$ cat src/rtl/sfc_pkg.sv
`timescale 1ns/1ps
package sfc_pkg;
  typedef enum logic [2:0] {
    S_IDLE, S_PFX, S_GAP, S_OP, S_ADR, S_DAT
  } seq_e;

  localparam int REG_CTRL  = 0;
  localparam int REG_STAT  = 1;
  localparam int REG_ADDR  = 2;
  localparam int REG_PFX   = 3;
  localparam int REG_TYPES = 4;
  localparam int REG_MLO   = 5;
  localparam int REG_MHI   = 6;
  localparam int MENU_N    = 8;
endpackage

$ cat src/rtl/sfc_clkdiv.sv
`timescale 1ns/1ps
module sfc_clkdiv #(
  parameter int HALF_SLOW = 3,
  parameter int HALF_FAST = 2
) (
  input  logic clk,
  input  logic rst_n,
  input  logic run,
  input  logic fast,
  output logic tick
);
  localparam int MAXH = (HALF_SLOW > HALF_FAST) ? HALF_SLOW : HALF_FAST;
  localparam int CW   = $clog2(MAXH + 1);

  logic [CW-1:0] cnt_q;
  logic [CW-1:0] lim;

  assign lim  = fast ? CW'(HALF_FAST - 1) : CW'(HALF_SLOW - 1);
  assign tick = run && (cnt_q == lim);

  always_ff @(posedge clk or negedge rst_n) begin
    if (!rst_n)            cnt_q <= '0;
    else if (!run || tick) cnt_q <= '0;
    else                   cnt_q <= cnt_q + 1'b1;
  end
endmodule

$ cat src/rtl/sfc_shifter.sv
`timescale 1ns/1ps
module sfc_shifter (
  input  logic       clk,
  input  logic       rst_n,
  input  logic       tick,
  input  logic       load,
  input  logic [7:0] tx,
  input  logic       miso,
  output logic       sclk,
  output logic       mosi,
  output logic       byte_done,
  output logic [7:0] rx
);
  logic [7:0] sh_q;
  logic [7:0] rx_q;
  logic [2:0] bit_q;
  logic       act_q;
  logic       sclk_q;

  always_ff @(posedge clk or negedge rst_n) begin
    if (!rst_n) begin
      sh_q <= '0; rx_q <= '0; bit_q <= '0;
      act_q <= 1'b0; sclk_q <= 1'b0; byte_done <= 1'b0;
    end else begin
      byte_done <= 1'b0;
      if (load) begin
        sh_q <= tx; bit_q <= '0; act_q <= 1'b1; sclk_q <= 1'b0;
      end else if (act_q && tick) begin
        if (!sclk_q) begin
          sclk_q <= 1'b1;
          rx_q   <= {rx_q[6:0], miso};
        end else begin
          sclk_q <= 1'b0;
          if (bit_q == 3'd7) begin
            act_q     <= 1'b0;
            byte_done <= 1'b1;
          end else begin
            bit_q <= bit_q + 1'b1;
            sh_q  <= {sh_q[6:0], 1'b0};
          end
        end
      end
    end
  end

  assign sclk = sclk_q;
  assign mosi = sh_q[7];
  assign rx   = rx_q;
endmodule

$ cat src/rtl/sfc_engine.sv
`timescale 1ns/1ps
module sfc_engine #(
  parameter int BUF_BYTES = 64,
  parameter int HALF_SLOW = 3,
  parameter int HALF_FAST = 2
) (
  input  logic                                   clk,
  input  logic                                   rst_n,
  input  logic [$clog2(BUF_BYTES/4):0]           reg_addr,
  input  logic                                   reg_wr,
  input  logic [3:0]                             reg_be,
  input  logic [31:0]                            reg_wdata,
  output logic [31:0]                            reg_rdata,
  output logic                                   spi_sclk,
  output logic                                   spi_cs_n,
  output logic                                   spi_mosi,
  input  logic                                   spi_miso
);
  import sfc_pkg::*;

  localparam int WORDS  = BUF_BYTES / 4;
  localparam int WSEL_W = $clog2(WORDS);
  localparam int RA_W   = WSEL_W + 1;
  localparam int BI_W   = $clog2(BUF_BYTES);

  logic [23:0] ctrl_q, ctrl_new;
  logic [23:0] addr_q;
  logic [7:0]  prefix_q;
  logic [15:0] types_q;
  logic [7:0]  menu_q [MENU_N];
  logic [7:0]  buf_q  [BUF_BYTES];
  logic        busy_q, done_q, err_q, lock_q;

  logic              is_data;
  logic [WSEL_W-1:0] word;
  logic              cfg_wr, sts_wr, ctl_hit, addr_hit;
  logic              go_req, bad_go;
  logic [1:0]        typ;
  logic [7:0]        n_data;

  assign is_data  = reg_addr[RA_W-1];
  assign word     = reg_addr[WSEL_W-1:0];
  assign cfg_wr   = reg_wr && !is_data;
  assign sts_wr   = cfg_wr && word == WSEL_W'(REG_STAT) && reg_be[0];
  assign ctl_hit  = cfg_wr && word == WSEL_W'(REG_CTRL);
  assign addr_hit = cfg_wr && word == WSEL_W'(REG_ADDR);

  always_comb begin
    ctrl_new = ctrl_q;
    for (int k = 0; k < 3; k++)
      if (reg_be[k]) ctrl_new[8*k +: 8] = reg_wdata[8*k +: 8];
    ctrl_new[0] = 1'b0;
  end

  assign go_req = ctl_hit && !busy_q && reg_be[0] && reg_wdata[0];
  assign bad_go = ctrl_new[15] ? ({1'b0, ctrl_new[14:8]} >= 8'(BUF_BYTES))
                               : (ctrl_new[14:8] != 7'd0);
  assign typ    = types_q[2*ctrl_q[6:4] +: 2];
  assign n_data = ctrl_q[15] ? ({1'b0, ctrl_q[14:8]} + 8'd1) : 8'd0;

  // configuration registers
  always_ff @(posedge clk or negedge rst_n) begin
    if (!rst_n) begin
      ctrl_q <= '0; addr_q <= '0; prefix_q <= '0; types_q <= '0; lock_q <= 1'b0;
      for (int i = 0; i < MENU_N; i++) menu_q[i] <= '0;
    end else begin
      if (sts_wr && reg_wdata[3]) lock_q <= 1'b1;
      if (cfg_wr && !busy_q) begin
        if (word == WSEL_W'(REG_CTRL)) ctrl_q <= ctrl_new;
        if (word == WSEL_W'(REG_ADDR))
          for (int k = 0; k < 3; k++)
            if (reg_be[k]) addr_q[8*k +: 8] <= reg_wdata[8*k +: 8];
        if (!lock_q) begin
          if (word == WSEL_W'(REG_PFX) && reg_be[0]) prefix_q <= reg_wdata[7:0];
          if (word == WSEL_W'(REG_TYPES))
            for (int k = 0; k < 2; k++)
              if (reg_be[k]) types_q[8*k +: 8] <= reg_wdata[8*k +: 8];
          for (int k = 0; k < 4; k++) begin
            if (word == WSEL_W'(REG_MLO) && reg_be[k]) menu_q[k]   <= reg_wdata[8*k +: 8];
            if (word == WSEL_W'(REG_MHI) && reg_be[k]) menu_q[k+4] <= reg_wdata[8*k +: 8];
          end
        end
      end
    end
  end

  // serial path
  logic       tick, ld_q, bdone;
  logic [7:0] tx_q, brx;
  logic       cs_q;
  seq_e       st_q;
  logic [7:0] bcnt_q;
  logic [BI_W-1:0] cur_i, nxt_i;

  assign cur_i = bcnt_q[BI_W-1:0];
  assign nxt_i = cur_i + 1'b1;

  sfc_clkdiv #(.HALF_SLOW(HALF_SLOW), .HALF_FAST(HALF_FAST)) u_div (
    .clk(clk), .rst_n(rst_n), .run(busy_q), .fast(ctrl_q[16]), .tick(tick)
  );

  sfc_shifter u_sh (
    .clk(clk), .rst_n(rst_n), .tick(tick), .load(ld_q), .tx(tx_q),
    .miso(spi_miso), .sclk(spi_sclk), .mosi(spi_mosi),
    .byte_done(bdone), .rx(brx)
  );

  // data buffer: port side when idle, engine side during read data
  always_ff @(posedge clk) begin
    if (reg_wr && is_data && !busy_q)
      for (int k = 0; k < 4; k++)
        if (reg_be[k]) buf_q[{word, 2'(k)}] <= reg_wdata[8*k +: 8];
    if (st_q == S_DAT && bdone && !typ[0]) buf_q[cur_i] <= brx;
  end

  // cycle sequencer
  always_ff @(posedge clk or negedge rst_n) begin
    if (!rst_n) begin
      st_q <= S_IDLE; busy_q <= 1'b0; done_q <= 1'b0; err_q <= 1'b0;
      cs_q <= 1'b1; ld_q <= 1'b0; tx_q <= '0; bcnt_q <= '0;
    end else begin
      ld_q <= 1'b0;
      if (sts_wr && reg_wdata[1]) done_q <= 1'b0;
      if (sts_wr && reg_wdata[2]) err_q  <= 1'b0;
      case (st_q)
        S_IDLE: if (go_req) begin
          if (bad_go) err_q <= 1'b1;
          else begin
            busy_q <= 1'b1; cs_q <= 1'b0; ld_q <= 1'b1;
            if (prefix_q != 8'd0) begin tx_q <= prefix_q; st_q <= S_PFX; end
            else begin tx_q <= menu_q[ctrl_new[6:4]]; st_q <= S_OP; end
          end
        end
        S_PFX: if (bdone) begin cs_q <= 1'b1; st_q <= S_GAP; end
        S_GAP: if (tick) begin
          cs_q <= 1'b0; ld_q <= 1'b1; tx_q <= menu_q[ctrl_q[6:4]]; st_q <= S_OP;
        end
        S_OP, S_ADR: if (bdone) begin
          if (st_q == S_OP && typ[1]) begin
            bcnt_q <= '0; ld_q <= 1'b1; tx_q <= addr_q[23:16]; st_q <= S_ADR;
          end else if (st_q == S_ADR && bcnt_q != 8'd2) begin
            bcnt_q <= bcnt_q + 8'd1; ld_q <= 1'b1;
            tx_q   <= (bcnt_q == 8'd0) ? addr_q[15:8] : addr_q[7:0];
          end else if (n_data != 8'd0) begin
            bcnt_q <= '0; ld_q <= 1'b1; st_q <= S_DAT;
            tx_q   <= typ[0] ? buf_q[0] : 8'h00;
          end else begin
            cs_q <= 1'b1; busy_q <= 1'b0; done_q <= 1'b1; st_q <= S_IDLE;
          end
        end
        S_DAT: if (bdone) begin
          if (bcnt_q + 8'd1 == n_data) begin
            cs_q <= 1'b1; busy_q <= 1'b0; done_q <= 1'b1; st_q <= S_IDLE;
          end else begin
            bcnt_q <= bcnt_q + 8'd1; ld_q <= 1'b1;
            tx_q   <= typ[0] ? buf_q[nxt_i] : 8'h00;
          end
        end
        default: st_q <= S_IDLE;
      endcase
    end
  end

  assign spi_cs_n = cs_q;

  always_comb begin
    reg_rdata = '0;
    if (is_data) begin
      for (int k = 0; k < 4; k++) reg_rdata[8*k +: 8] = buf_q[{word, 2'(k)}];
    end else begin
      case (word)
        WSEL_W'(REG_CTRL):  reg_rdata = {8'd0, ctrl_q};
        WSEL_W'(REG_STAT):  reg_rdata = {28'd0, lock_q, err_q, done_q, busy_q};
        WSEL_W'(REG_ADDR):  reg_rdata = {8'd0, addr_q};
        WSEL_W'(REG_PFX):   reg_rdata = {24'd0, prefix_q};
        WSEL_W'(REG_TYPES): reg_rdata = {16'd0, types_q};
        WSEL_W'(REG_MLO):   reg_rdata = {menu_q[3], menu_q[2], menu_q[1], menu_q[0]};
        WSEL_W'(REG_MHI):   reg_rdata = {menu_q[7], menu_q[6], menu_q[5], menu_q[4]};
        default:            reg_rdata = '0;
      endcase
    end
  end
endmodule

$ cat config.mk
export PLATFORM = sky130hd
export DESIGN_NAME = sfc_engine
export DESIGN_NICKNAME = d
export VERILOG_FILES = /design/src/rtl/sfc_pkg.sv /design/src/rtl/sfc_clkdiv.sv /design/src/rtl/sfc_shifter.sv /design/src/rtl/sfc_engine.sv
export SDC_FILE = /design/constraint.sdc
export NUM_CORES = 1
export LEC_CHECK = 0
export BUFFER_PORTS_ARGS = -buffer_cell sky130_fd_sc_hd__buf_2
export CORE_MARGIN = 2
export CORE_UTILIZATION = 50
export DETAILED_ROUTE_END_ITERATION = 8
export PLACE_DENSITY = 0.76
export SYNTH_ARGS = -nofsm -noshare
export SYNTH_HDL_FRONTEND = slang
export SYNTH_SLANG_ARGS = --single-unit
$ cat constraint.sdc
create_clock -name clk -period 11.1 [get_ports clk]
set_input_delay 1.665 -clock clk [delete_from_list [all_inputs] [get_ports clk]]
set_output_delay 1.665 -clock clk [all_outputs]
set_load 0.01 [all_outputs]
Yosys cells after proc, flatten, opt, wreduce, memory -nomap -nowiden --
Memories as Yosys holds them, arrays and structs flattened. Cells that the tools add are included.
Storage, ports and cells: register bits after elaboration 184, memory bits (writable) 512, input port bits 45, output and inout port bits 35, memories kept 1
Memories:
- buf_q | words 64, width 8, rd ports 6, clocked after Yosys merged registers in 0, write ports 5, line sfc_engine.sv:31 | logic [7:0] buf_q [BUF_BYTES];
Cells by class: add/sub/neg operators 5, $lt $le $gt $ge 3, equal/unequal tests 29, shift-type cells 1, mux-type cells 122, bitwise operators 5, reduce and logical (&&, ||, !) cells 71
Operator list (number):
- 8-bit 2-to-1 mux | 29
- 32-bit one-hot mux with 7 select lines | 1
- 1-bit 2-to-1 mux | 64
- 3-bit AND reduction | 17
- 8-bit binary-select mux with 3-bit select | 2
- 3-bit 2-to-1 mux | 14
- 32-bit 2-to-1 mux | 1
- 8-bit one-hot mux with 4 select lines | 1
- 1-bit logical AND | 28
- 8-bit one-hot mux with 2 select lines | 1
- 8-bit AND reduction | 2
- 8-bit nonzero test | 2
- 16-bit by 5-bit variable part select with 2-bit output | 1
- 3-bit one-hot mux with 5 select lines | 1
- 2-bit inequality test (second input constant) | 7
- 4-bit by 3-bit == test with 1-bit output (second input constant) | 3
- 11-bit AND reduction | 1
- 2-bit by 1-bit inequality test with 1-bit output (second input constant) | 5
- 3-bit == test (second input constant) | 3
- 9-bit AND reduction | 1
- 7-bit by 1-bit adder with 8-bit output (second input constant) | 1
- 8-bit by 1-bit adder with 8-bit output (second input constant) | 1
- 4-bit by 2-bit == test with 1-bit output (second input constant) | 2
- 8-bit == test | 1
- other kinds (34) | 47

Depth between registers and ports, before layout --
depth after elaboration 11, depth in mapped cells 14, depth with buffers taken out 10

Modules after synthesis --
From an unflattened synthesis, not the netlist that was laid out.
Unflattened totals: cells, all modules 2845, area, all modules 41349.7 um^2
By module, submodules not included:
- sfc_engine | times used 1, cells each 2761, area an instance 40323.7 um^2, seq. area each 19379.8 um^2
- sfc_shifter | times used 1, cells each 74, area an instance 927.1 um^2, seq. area each 550.5 um^2
- sfc_clkdiv | times used 1, cells each 10, area an instance 98.8 um^2, seq. area each 50.0 um^2

Least setup slack after synthesis --
No wires, ideal clock.
path kind input-to-output, from in reg_addr[0], to out reg_rdata[10], arrival 3.901 ns, data required time 9.435 ns, slack 5.534 ns, cell stages on the path 6, cells stage by stage clkbuf_1 > clkbuf_1 > buf_1 > mux4_2 > mux4_2 > a21o_1
Between the ends: longest elaborated chain between the ends 3, elaborated cells between the ends (all ways) 10
Ends and longest elaborated chain:
- start, declared | line sfc_engine.sv:9 | input logic [$clog2(BUF_BYTES/4):0] reg_addr,
- branches (longest 2 deep; another with memory read 64 x 8 bit)
- 32-bit 2-to-1 mux (*) | line sfc_engine.sv:168 | if (is_data) begin
- end, declared | line sfc_engine.sv:13 | output logic [31:0] reg_rdata,
Mark *: on every way between the ends.

Worst setup path after layout --
from in reg_addr[1], to out reg_rdata[0]
Same word-level chain as after synthesis.

==> metrics.md <==
| Metric | Value |
|---|---|
| Yosys reg bits | `696` |
| Initial drt markers | `6300` |
| Core area | `81980 um^2` |
| Clk sinks | `696` |
| Worst setup path category | `in2out` |
| Final number of max-transition violations | `0` |
| Library cells used by synthesis | `70` |
| Type of the worst min-delay path | `reg2reg` |
| Crit-path max FO | `76` |
| Area delta synth->final | `8.870%` |
| Yosys warnings | `0` |
| Fin Setup TNS | `0 ns` |
| EDFF count, synth | `512` |
| Post-synth top cells | `mux2_2, edfxtp_1, nand2_1, mux4_2, clkbuf_1` |
| Worst Setup End Kind | `output pin` |
| Cells after Synth | `2995` |
| Max incr delay on CP | `0.93 ns` |
| Vias | `31450` |
| Initial Util | `0.5040` |
| Io pins | `80` |
| Die height | `291.5 um` |
| Minimum clock period after layout | `6.780 ns` |
| Largest net degree at the start of global routing | `77` |
| Slew HR | `0.02840` |
| Layout cells sized above 1 | `0.4343` |
| Startpoint Class | `input port` |
| Top-count cell post-synth | `mux2_2` |
| Worst-path clk slew | `0.06 ns` |
| Synthesized net count | `3046` |
| Worst r2r src | `bcnt_q[0]` |
| Sequential share of power | `0.472` |
| # Post-CTS Setup Buffers | `0` |
| FF-to-FF path depth | `11` |
| Drt drc | `2` |
| First-pass GRT wire length | `243.1 mm` |
| Pre-CTS worst setup slack | `4.474 ns` |
| Mean area per synthesized cell | `13.79 um^2` |
| Share of the synthesized area in the top cell type | `0.3721` |
| Pwr dens | `140.8 nW/um^2` |
| Root Driver | `clkbuf_16` |
| Failing checks | `design-rule violations` |
| Sw Pwr | `1.710 mW` |
| Fin. Hold Viols | `0` |
| Die width | `291.5 um` |
| Ys async rst share | `0.2644` |
| GRT Total Usage | `0.4116` |
| Max-cap viol count | `0` |
| Hold_buf cts | `0` |
| Port bufs | `79` |
| Main synth FF type | `edfxtp_1` |
| Cell taking the most area after synthesis | `edfxtp_1` |
| Worst hold path depth | `1` |
| Clock power share | `0.408` |
| Tcrit/Tclk final | `0.6108` |
| Max clock buf depth | `3` |
| Max Freq | `0.1475 GHz` |
| Leakage | `15.47 nW` |
| Full die area | `84950 um^2` |
| Wire length per cell | `43.48 um` |
| Htree depth | `3` |
| VDD IR-drop max | `108.4 uV` |
| Worst Setup Slack, final | `4.320 ns` |
| Initial antenna violation count | `13` |
| Int Power | `4.623 mW` |
| Final WL | `176.6 mm` |
| CTS tree | `yes` |
| Data required time of the critical path | `9.44 ns` |
| # setup viols final | `0` |
| # nets final | `2971` |
| Hold Startpoint | `u_sh.act_q` |
| Post-CTS Resized | `0` |
| Slowest cell on crit path | `buf_4` |
| Reg2reg end | `tx_q[4]` |
| Synth top area cells | `edfxtp_1, mux2_2, mux4_2` |
| Reg2reg setup slack | `5.07 ns` |
| RSZ-0062 raised after global routing | `false` |
| Sequential area share after synthesis | `0.4836` |
| Combinational power share | `0.120` |
| Status | `finished with violations` |
| WP data arrival | `5.12 ns` |
| Vias in the first global route | `30120` |
| Clk_lat worst skew | `0.67 ns` |
| CP Launch Point | `reg_addr[1]` |
| Critical Path Sink | `reg_rdata[0]` |
| CP Cell Sequence | `buf_6 -> buf_4 -> and3_1 -> a22oi_1 -> nand2_1 -> a221oi_1 -> o21ai_0 -> buf_2` |
| Placer Congestion | `1.161` |
| Row count | `105` |
| Post-synthesis cell area | `41320 um^2` |
| Slew @ Worst Pin | `1.442 ns` |
| Final Util | `0.5487` |
| Switching Fraction | `0.2700` |
| Final antenna-violating net count | `0` |
| CTS Buf Count | `77` |
| Via density | `7.745` |
| First drt pass iteration count | `9` |
| Overflow left after global routing | `0` |
| Skew final | `0.03752 ns` |
| Post-DP HPWL | `123.2 mm` |
-- stage by stage --
stage	power (mW)	instance area, um^2	hold slack [ns]	std cells
finish	6.332	44980	0.4779	4061
global route	6.433	44960	0.5115	4054
CTS	6.277	44960	0.4815	4053
detailed placement	3.762	42490	0.4679	3910
global placement	3.745	42480	0.4558	3909
floorplan	3.446	41320	0.4428	2995
-- sequential cells by signal, summed over array words and instances, names as in the netlist, 2 cells and up --
signal       count
tx_q             8
buf_q          512
ctrl_q          23
menu_q          64
prefix_q         8
u_sh.rx          8
st_q             3
types_q         16
addr_q          24
bcnt_q           8
u_sh.sh_q        8
u_div.cnt_q      2
u_sh.bit_q       3
-- how the worst min path moves through the flow --
stage	slack, ns	end
2_1_floorplan	0.44	u_sh.bit_q[1]
3_3_place_gp	0.46	u_sh.bit_q[1]
3_5_place_dp	0.47	u_sh.act_q
4_1_cts	0.48	u_sh.act_q
5_1_grt	0.51	u_sh.act_q
6_report	0.48	u_sh.act_q
-- area by class of cell --
cell class,count,area [um^2]
fill,6610,37000
sequential,696,20010
tap,1070,1339
antenna,7,17.52
inverter,7,26.28
timing repair buffer,137,854.6
clock inverter,45,409.1
multi-input combinational,2001,20270
clock buffer,98,2056
-- routing by layer --
metal / GRT usage / wire length (um)
met4: 0.3036 / 17380
met2: 0.6198 / 77250
met1: 0.4959 / 55730
met5: 0 / 35
met3: 0.1355 / 26170
-- critical path, delay by kind of cell --
kind / cells / cell delay (ns)
and+or+nand+nor: 2 / 0.78
buffers and inverters: 3 / 1.72
AOI/OAI and AO/OA: 3 / 0.67
-- cells in the final DEF, fill, tap and decap left out, types with 13 or more instances in the layout --
cell and instances:
mux2_2 651, edfxtp_1 512, nand2_1 293, mux4_2 290
dfrtp_1 174, o21ai_0 105, nand3_1 82, clkbuf_16 77
buf_2 76, buf_4 57, mux2i_1 55, a21oi_1 50
o22ai_1 46, a22oi_1 42, nand2_2 32, nor2_2 30
nor2_1 27, nor2b_1 24, nor3_1 21, mux2_1 18
a211oi_1 18, a32oi_1 17, clkbuf_1 16, clkinv_1 15
a21o_1 14, clkinv_2 14, a221oi_1 13, a31oi_1 13
-- power groups by stage --
| stage | Clock (mW) | Combinational [mW] | Sequential [mW] |
|---|---|---|---|
| 2_1_floorplan | 0 | 0.474 | 2.97 |
| 4_1_cts | 2.56 | 0.730 | 2.98 |
| 5_1_grt | 2.66 | 0.780 | 2.99 |
| 6_report | 2.58 | 0.760 | 2.99 |
| 3_3_place_gp | 0 | 0.711 | 3.03 |
| 3_5_place_dp | 0 | 0.727 | 3.04 |
-- cell families (layout without fill, tap and decap cells) --
| kind of cell | after synthesis | count (layout) | share of synthesized area |
|---|---|---|---|
| AO/OA/AOI/OAI | 382 | 382 | 0.06081 |
| buffers and inverters | 298 | 287 | 0.02789 |
| AND/OR/NAND/NOR | 582 | 582 | 0.06847 |
| multiplexers | 1016 | 1016 | 0.3542 |
| adder cells (fa/ha/maj) | 6 | 6 | 0.001817 |
| XOR/XNOR | 15 | 15 | 0.003180 |
| flip-flops | 696 | 696 | 0.4836 |
| other | 0 | 7 | 0 |
(Power assumes the default switching activity.)
